File: src/rtl/fanpwm_pkg.sv
package fanpwm_pkg;

    localparam int RAW_W = 16;

    typedef enum logic [1:0] {
        SRC_SENSOR  = 2'd0,
        SRC_DEFAULT = 2'd1,
        SRC_HOST    = 2'd2
    } duty_src_e;

    typedef struct packed {
        duty_src_e          src;
        logic [RAW_W-1:0]   raw;
    } duty_req_t;

    // Lowest allowed duty: 30 percent of the frame, in steps.
    function automatic int floor_steps(input int steps);
        return (steps * 3) / 10;
    endfunction

    // Fallback duty for a missing sensor: 39.33 percent, rounded.
    function automatic int default_steps(input int steps);
        return (steps * 3933 + 5000) / 10000;
    endfunction

    // Linear temperature-to-duty map between the floor and full duty.
    function automatic int map_temp(input int code, input int lo,
                                    input int hi, input int steps);
        int fl;
        fl = floor_steps(steps);
        if (code <= lo)
            return fl;
        else if (code >= hi)
            return steps;
        else
            return fl + ((code - lo) * (steps - fl)) / (hi - lo);
    endfunction

endpackage

File: src/rtl/fan_duty_select.sv
module fan_duty_select
    import fanpwm_pkg::*;
#(
    parameter int STEPS   = 100,
    parameter int TEMP_W  = 10,
    parameter int TEMP_LO = 503,
    parameter int TEMP_HI = 807,
    parameter int DUTY_W  = 7
) (
    input  logic [TEMP_W-1:0] temp_code_i,
    input  logic              temp_ok_i,
    input  logic [DUTY_W-1:0] host_duty_i,
    input  logic              mode_host_i,
    output duty_req_t         req_o
);

    localparam int DEF_STEPS = default_steps(STEPS);

    always_comb begin
        if (mode_host_i) begin
            req_o.src = SRC_HOST;
            req_o.raw = RAW_W'(host_duty_i);
        end else if (!temp_ok_i) begin
            req_o.src = SRC_DEFAULT;
            req_o.raw = RAW_W'(DEF_STEPS);
        end else begin
            req_o.src = SRC_SENSOR;
            req_o.raw = RAW_W'(map_temp(int'(temp_code_i), TEMP_LO, TEMP_HI, STEPS));
        end
    end

endmodule

File: src/rtl/fan_duty_clamp.sv
module fan_duty_clamp
    import fanpwm_pkg::*;
#(
    parameter int STEPS  = 100,
    parameter int DUTY_W = 7
) (
    input  duty_req_t         req_i,
    output logic [DUTY_W-1:0] duty_o
);

    localparam logic [RAW_W-1:0] LOW_LIM  = RAW_W'(floor_steps(STEPS));
    localparam logic [RAW_W-1:0] HIGH_LIM = RAW_W'(STEPS);

    logic [RAW_W-1:0] bounded;

    always_comb begin
        if (req_i.raw < LOW_LIM)
            bounded = LOW_LIM;
        else if (req_i.raw > HIGH_LIM)
            bounded = HIGH_LIM;
        else
            bounded = req_i.raw;
        duty_o = bounded[DUTY_W-1:0];
    end

endmodule

File: src/rtl/fan_frame_timer.sv
module fan_frame_timer #(
    parameter int STEPS     = 100,
    parameter int SLOT_CLKS = 4,
    parameter int CNT_W     = 7
) (
    input  logic             clk_i,
    input  logic             rst_i,
    input  logic             hold_i,
    output logic [CNT_W-1:0] slot_o,
    output logic             run_o,
    output logic             load_o
);

    logic             run_q;
    logic [CNT_W-1:0] slot_q;
    logic             slot_end;
    logic             frame_last;

    generate
        if (SLOT_CLKS > 1) begin : g_prescale
            localparam int PRE_W = $clog2(SLOT_CLKS);
            logic [PRE_W-1:0] pre_q;

            always_ff @(posedge clk_i) begin
                if (rst_i || hold_i || !run_q)
                    pre_q <= '0;
                else if (pre_q == PRE_W'(SLOT_CLKS - 1))
                    pre_q <= '0;
                else
                    pre_q <= pre_q + 1'b1;
            end

            assign slot_end = (pre_q == PRE_W'(SLOT_CLKS - 1));
        end else begin : g_direct
            assign slot_end = 1'b1;
        end
    endgenerate

    assign frame_last = slot_end && (slot_q == CNT_W'(STEPS - 1));
    assign load_o     = !hold_i && (!run_q || frame_last);

    always_ff @(posedge clk_i) begin
        if (rst_i || hold_i) begin
            run_q  <= 1'b0;
            slot_q <= '0;
        end else begin
            run_q <= 1'b1;
            if (load_o)
                slot_q <= '0;
            else if (slot_end)
                slot_q <= slot_q + 1'b1;
        end
    end

    assign slot_o = slot_q;
    assign run_o  = run_q;

endmodule

File: src/rtl/fan_pwm_drive.sv
module fan_pwm_drive
    import fanpwm_pkg::*;
#(
    parameter int  STEPS     = 100,
    parameter int  SLOT_CLKS = 4,
    parameter int  TEMP_W    = 10,
    parameter int  TEMP_LO   = 503,
    parameter int  TEMP_HI   = 807,
    localparam int DUTY_W    = $clog2(STEPS + 1)
) (
    input  logic              clk_i,
    input  logic              rst_i,
    input  logic [TEMP_W-1:0] temp_code_i,
    input  logic              temp_ok_i,
    input  logic [DUTY_W-1:0] host_duty_i,
    input  logic              mode_host_i,
    input  logic              shutdown_i,
    output logic              drive_o
);

    duty_req_t         req_w;
    logic [DUTY_W-1:0] target_w;
    logic [DUTY_W-1:0] duty_q;
    logic [DUTY_W-1:0] slot_w;
    logic              run_w;
    logic              load_w;

    fan_duty_select #(
        .STEPS   (STEPS),
        .TEMP_W  (TEMP_W),
        .TEMP_LO (TEMP_LO),
        .TEMP_HI (TEMP_HI),
        .DUTY_W  (DUTY_W)
    ) i_select (
        .temp_code_i (temp_code_i),
        .temp_ok_i   (temp_ok_i),
        .host_duty_i (host_duty_i),
        .mode_host_i (mode_host_i),
        .req_o       (req_w)
    );

    fan_duty_clamp #(
        .STEPS  (STEPS),
        .DUTY_W (DUTY_W)
    ) i_clamp (
        .req_i  (req_w),
        .duty_o (target_w)
    );

    fan_frame_timer #(
        .STEPS     (STEPS),
        .SLOT_CLKS (SLOT_CLKS),
        .CNT_W     (DUTY_W)
    ) i_timer (
        .clk_i  (clk_i),
        .rst_i  (rst_i),
        .hold_i (shutdown_i),
        .slot_o (slot_w),
        .run_o  (run_w),
        .load_o (load_w)
    );

    // Duty is captured only at a frame boundary.
    always_ff @(posedge clk_i) begin
        if (rst_i || shutdown_i)
            duty_q <= '0;
        else if (load_w)
            duty_q <= target_w;
    end

    assign drive_o = run_w && (slot_w < duty_q);

endmodule

File: config.mk
export PLATFORM = sky130hd
export DESIGN_NAME = fan_pwm_drive
export DESIGN_NICKNAME = d
export VERILOG_FILES = /design/src/rtl/fanpwm_pkg.sv /design/src/rtl/fan_duty_select.sv /design/src/rtl/fan_duty_clamp.sv /design/src/rtl/fan_frame_timer.sv /design/src/rtl/fan_pwm_drive.sv
export SDC_FILE = /design/constraint.sdc
export NUM_CORES = 1
export LEC_CHECK = 0
export ABC_AREA = 1
export CORE_UTILIZATION = 50
export CTS_CLUSTER_DIAMETER = 40
export DETAILED_ROUTE_END_ITERATION = 7
export PLACE_DENSITY = 0.69
export SETUP_SLACK_MARGIN = 0.15
export SLEW_MARGIN = 15
export SYNTH_ARGS = -nofsm -noshare
export SYNTH_HDL_FRONTEND = slang
export SYNTH_SLANG_ARGS = --single-unit
File: constraint.sdc
create_clock -name clk_i -period 27.7 [get_ports clk_i]
set_input_delay 5.54 -clock clk_i [delete_from_list [all_inputs] [get_ports clk_i]]
set_output_delay 5.54 -clock clk_i [all_outputs]
set_load 0.1 [all_outputs]
# Yosys cells after proc, flatten, opt, wreduce, memory -nomap -nowiden
# Cells that the tools add are included.
[totals] register_bits=17 latchBits=0 mem_bits_rw=0 romBits=0 input_bits=22 out_inout_bits=1 memories=0
[op_classes] n_addsub=4 multipliers=1 div_mod_pow=1 order_cmp=5 eq_ne=2 n_shift=0 n_mux=7 bitwise=0 n_reduce_logical=10
[op_table] cell="two-way mux 16 bit" count=4
[op_table] cell="divider 32 x 10 -> 32 bit (second input constant)" count=1
[op_table] cell="multiplier 32 x 7 -> 31 bit (second input constant)" count=1
[op_table] cell="adder 6 x 16 -> 16 bit (first input constant)" count=1
[op_table] cell="greater-than comparator 16 x 7 -> 1 bit (second input constant)" count=1
[op_table] cell="less-than comparator 16 x 5 -> 1 bit (second input constant)" count=1
[op_table] cell="two-way mux 7 bit" count=2
[op_table] cell="subtractor 10 x 9 -> 11 bit (second input constant)" count=1
[op_table] cell="greater-or-equal comparator 10 bit (second input constant)" count=1
[op_table] cell="less-or-equal comparator 10 x 9 -> 1 bit (second input constant)" count=1
[op_table] cell="adder 7 x 1 -> 7 bit (second input constant)" count=1
[op_table] cell="equality test 7 bit (second input constant)" count=1
[op_table] cell="less-than comparator 7 bit" count=1
[op_table] cell="OR reduction 2 bit" count=2
[op_table] cell="logical AND 1 bit" count=3
[op_table] cell="logical OR 1 bit" count=3
[op_table] cell="adder 2 x 1 -> 2 bit (second input constant)" count=1
[op_table] cell="equality test 2 bit (second input constant)" count=1
[op_table] cell="zero test 1 bit" count=2
[op_table] cell="two-way mux 1 bit" count=1

# Logic depth before layout (Yosys ltp)
[logic_depth] word_depth=11 ltp_mapped=106

# By module
# From an unflattened synthesis, not the netlist that was laid out.
[hier_totals] cells_unflattened=1025 area_unflattened_um2=5759.3
[modules_own_cells] module="fan_duty_select" instances=1 cells_per_inst=869 area_each_um2=4698.3 seq_area_each_um2=0.0
[modules_own_cells] module="fan_pwm_drive" instances=1 cells_per_inst=66 area_each_um2=462.9 seq_area_each_um2=140.1
[modules_own_cells] module="fan_frame_timer" instances=1 cells_per_inst=55 area_each_um2=442.9 seq_area_each_um2=200.2
[modules_own_cells] module="fan_duty_clamp" instances=1 cells_per_inst=35 area_each_um2=155.1 seq_area_each_um2=0.0

# Worst setup path before layout
# OpenSTA, ideal clock, no wires.
[synth_timing] path_kind="input port to flip-flop" start="input port temp_code_i[0]" end="register duty_q[2]" arrival_time_ns=15.362 t_required_ns=27.583 slack_ns=12.221 stages=89 cell_sequence="ha_1 nand2_1 inv_2 nor2_2 nor2_1 nand2_1 nand2_2 inv_2 ha_1 ha_1 inv_1 fa_1 inv_1 ha_1 nand2_1 inv_2 a21oi_4 nor2_1 [53 not listed] and2_4 ha_1 inv_1 o21ai_1 inv_1 ha_1 nand2_1 o21ai_0 a21oi_1 nand3b_1 nor2_1 nor2_1 nor2_1 nand2_1 nand2_2 nand2_1 nor2_1 nor2_1"
[synth_via] elab_chain_len=11 word_cells_on_any_way=14 classes_between="2 x add/sub; 1 x mul; 1 x div; 4 x order compare; 6 x mux"
[synth_rtl] element="start, declared" line="fan_pwm_drive.sv:13" rtl="input logic [TEMP_W-1:0] temp_code_i,"
[synth_rtl] element="subtractor 10 x 9 -> 11 bit" line="fanpwm_pkg.sv:36" rtl="return fl + ((code - lo) * (steps - fl)) / (hi - lo);"
[synth_rtl] element="multiplier 32 x 7 -> 31 bit" line="fanpwm_pkg.sv:36"
[synth_rtl] element="divider 32 x 10 -> 32 bit" line="fanpwm_pkg.sv:36"
[synth_rtl] element="adder 6 x 16 -> 16 bit" line="fanpwm_pkg.sv:36"
[synth_rtl] element="two-way mux 16 bit" line="fanpwm_pkg.sv:33" rtl="else if (code >= hi)"
[synth_rtl] element="two-way mux 16 bit (*)" line="fanpwm_pkg.sv:31" rtl="if (code <= lo)"
[synth_rtl] element="two-way mux 16 bit (*)" line="fan_duty_select.sv:23" rtl="end else if (!temp_ok_i) begin"
[synth_rtl] element="two-way mux 16 bit (*)" line="fan_duty_select.sv:20" rtl="if (mode_host_i) begin"
[synth_rtl] element="greater-than comparator 16 x 7 -> 1 bit" line="fan_duty_clamp.sv:19" rtl="else if (req_i.raw > HIGH_LIM)"
[synth_rtl] element="two-way mux 7 bit" line="fan_duty_clamp.sv:19"
[synth_rtl] element="two-way mux 7 bit (*)" line="fan_duty_clamp.sv:17" rtl="if (req_i.raw < LOW_LIM)"
[synth_rtl] element="end signal, assigned" line="fan_pwm_drive.sv:68" rtl="duty_q <= target_w;"
[synth_rtl] element="end, declared" line="fan_pwm_drive.sv:23" rtl="logic [DUTY_W-1:0] duty_q;"
# Mark *: on every way between the ends. The rest lies on a longest branch, timed or not.
# A chain may end at the register's enable or synchronous reset.

# Worst setup path in the final report
# Ends and elaborated chain as after synthesis.

==> metrics.md <==
| Metric | Value |
|---|---|
| Result of the run | completed |
| H-tree Lvls | 1 |
| TritonCTS Sinks | 17 |
| CP max FO | 27 |
| Launching element of the worst setup path | temp_code_i[0] |
| Vias per std cell | 5.00 |
| Layout Skew | 1.66 ps |
| TritonCTS clock tree | built |
| Count of final hold-check violations | 0 |
| Ports | 23 |
| Proportion of netlist area held by the largest area contributor | 0.177 |
| Tightest Hold Check Type | flip-flop to flip-flop |
| Total gr overflow | 0 |
| Critical path's most frequent cell | nand2_2 |
| Data arrival, critical path | 17,610 ps |
| Largest net degree at the start of global routing | 28 |
| Post-route fraction of the period consumed by the critical path | 0.631 |
| Wire length per cell after detailed routing | 11.2 microns |
| Worst Hold Depth | 1 |
| Initial core utilization | 0.513 |
| R2R setup slack | 26,010 ps |
| Critical register-to-register path endpoint | duty_q[6]$_SDFFE_PN0P_ |
| Clock insertion delay at the later pin of the skew report | 250 ps |
| Non-filler instance count after layout | 1,172 |
| Max Clock Freq | 0.0572 GHz |
| Number of synthesized flops with an enable pin | 0 |
| Critical Path Start Type | primary input |
| Number of hold buffers added after cts | 0 |
| Number of antenna violations at the first check in global routing | 0 |
| Sum of buffers and inverters on the critical path | 12 |
| Number of remaining DRC errors | 0 |
| Final worst path period need | 17,470 ps |
| Seq/Total Area, Yosys | 0.0581 |
| Post-synthesis cell count | 1,006 |
| Count of yosys warnings during synthesis | 0 |
| Routability-driven placement congestion ratio | 0.896 |
| Share of synthesized flip-flops with an asynchronous set or reset | 0 |
| Mapped cell area | 5860 sq um |
| Final count of pins violating max slew | 0 |
| Total Wirelength | 13,100 microns |
| Via count of the first global-routing pass | 5,288 |
| Worst r2r src | i_timer.g_prescale.pre_q[0]$_SDFF_PP0_ |
| Max-cap viol count | 0 |
| Number of search-and-repair iterations in the first detailed-routing pass | 5 |
| Number of distinct library cell variants in the gate-level netlist after synthesis | 46 |
| Dominant cell type by area after synthesis | nand2_1 |
| Detail Placement HPWL | 11,400 microns |
| Die Outline Area | 12,200 sq um |
| Commonest non-fill, non-tap cell in the layout | nand2_1 |
| Horiz. Die Dim | 110 microns |
| Count of input and output buffers | 22 |
| Via count of the routed design | 5,865 |
| Worst reg-to-reg path cell count | 11 |
| Average size of a mapped cell | 5.82 sq um |
| Core region area | 11,400 sq um |
| Maximum cell stage delay along the critical path | 510 ps |
| Flop and latch count out of synthesis | 17 |
| Final number of setup-violating endpoints | 0 |
| Post-cts resize count | 0 |
| Type of the worst setup path | primary input to flip-flop |
| Critical path depth | 88 |
| Sort of element at the end of the critical path | flip-flop |
| Commonest cells after routing, fill and taps aside | 276 x nand2_1, 165 x inv_1, 114 x nand3_1 |
| Clock input transition at the sequential cells of the worst setup and hold paths | 50 ps |
| First-pass GRT wire length | 22,900 microns |
| Fraction of final layout cells sized beyond drive strength 1 | 0.173 |
| Post-CTS Repair Setup Buffers | 0 |
| Top FF cell, synth | dfxtp_1 |
| Die height | 110 microns |
| Root Buffer Master | clkbuf_16 |
| Cell at the slowest stage of the critical path | clkdlybuf4s50_1 |
| ANT nets after route | 0 |
| Net count after synthesis | 1,088 |
| Crit path capture | duty_q[2]$_SDFFE_PN0P_ |
| Slew of the pin with the lowest slew margin | 957 ps |
| Top cells by area, synth | nand2_1 18%, inv_1 11%, ha_1 10% |
| Diode insertion count for antenna repair | 0 |
| Total placed cells including tap cells | 1,168 |
| CTS Buf Count | 3 |
| Gate family responsible for the most delay along the worst path | simple AND/OR/NAND/NOR gates |
| Rel. slew slack | 0.360 |
| Setup repair after global routing missed its margin | false |
| Area overhead of the layout relative to synthesis | 7.67% |
| Buffer depth of the longest clock path | 2 |
| Worst path required time | 27,840 ps |
| Nets | 1,112 |
| Number of rows created at floorplan | 39 |
| Detailed router's first-iteration violation count | 325 |
| Total negative setup slack | 0 ps |
| Fillcell total | 1,225 |
| Gr usage total | 0.228 |
[flip-flops by register name (all words and copies together), names as in the netlist]
register                  count
i_timer.g_prescale.pre_q      2
i_timer.slot_o                7
duty_q                        7
i_timer.run_o                 1
[per-layer routing]
layer,part of all wire,vias up,track usage
li1,-,3201,-
met1,0.52,2555,0.315
met2,0.44,103,0.402
met3,0.032,6,0.0141
met4,0.0043,0,0.0188
met5,0,-,0
[final cells by class]
cell class / count / area [sq um] / share of cell area
multi-input cells: 792 / 4750 / 0.754
flip-flops and latches: 17 / 340 / 0.0540
well taps: 143 / 179 / 0.0284
inverters: 194 / 733 / 0.116
clock buffers: 3 / 75.1 / 0.0119
clock inverters: 1 / 5.00 / 0.000794
repair buffers: 22 / 220 / 0.0349
[cell usage after synthesis, drive strengths merged (3+ instances only)]
master / instances
a31oi: 4
nand3b: 5
ha: 49
nor3: 5
nor2: 81
inv: 191
or2: 4
o211ai: 3
clkinv: 3
a21oi: 31
nand3: 129
o21ai: 37
fa: 11
xnor2: 7
xor2: 22
nand2: 378
dfxtp: 17
nand4: 17
[metrics by stage]
| step | utilization | instance area (sq um) | hold slack, ps | worst slack [ps] |
|---|---|---|---|---|
| 2_1_floorplan | - | 5860 | 398 | 12220 |
| 3_3_place_gp | 0.545 | 6230 | 413 | 10100 |
| 3_5_place_dp | 0.545 | 6230 | 417 | 10000 |
| 4_1_cts | 0.552 | 6310 | 424 | 10240 |
| 5_1_grt | 0.552 | 6310 | 471 | 8930 |
| 6_report | 0.552 | 6310 | 416 | 10230 |
[how the worst min path moves through the flow]
stage / start / end / slack, ps
floorplan: i_timer.g_prescale.pre_q[0]$_SDFF_PP0_ / i_timer.g_prescale.pre_q[0]$_SDFF_PP0_ / 400
global placement: i_timer.g_prescale.pre_q[0]$_SDFF_PP0_ / i_timer.g_prescale.pre_q[0]$_SDFF_PP0_ / 410
detailed placement: i_timer.g_prescale.pre_q[0]$_SDFF_PP0_ / i_timer.g_prescale.pre_q[0]$_SDFF_PP0_ / 420
CTS: i_timer.g_prescale.pre_q[0]$_SDFF_PP0_ / i_timer.g_prescale.pre_q[0]$_SDFF_PP0_ / 420
global route: i_timer.g_prescale.pre_q[0]$_SDFF_PP0_ / i_timer.g_prescale.pre_q[0]$_SDFF_PP0_ / 470
finish: i_timer.g_prescale.pre_q[0]$_SDFF_PP0_ / i_timer.g_prescale.pre_q[0]$_SDFF_PP0_ / 420
[kinds of logic after synthesis]
family	synth area share
flip-flops	0.0581
AND/OR/NAND/NOR	0.536
buffers and inverters	0.130
adder cells (fa/ha/maj)	0.142
AO/OA/AOI/OAI	0.0869
XOR/XNOR	0.0466
Power is not shown: default switching activity piles up to over one toggle a cycle in this logic, so the estimate is an artifact.
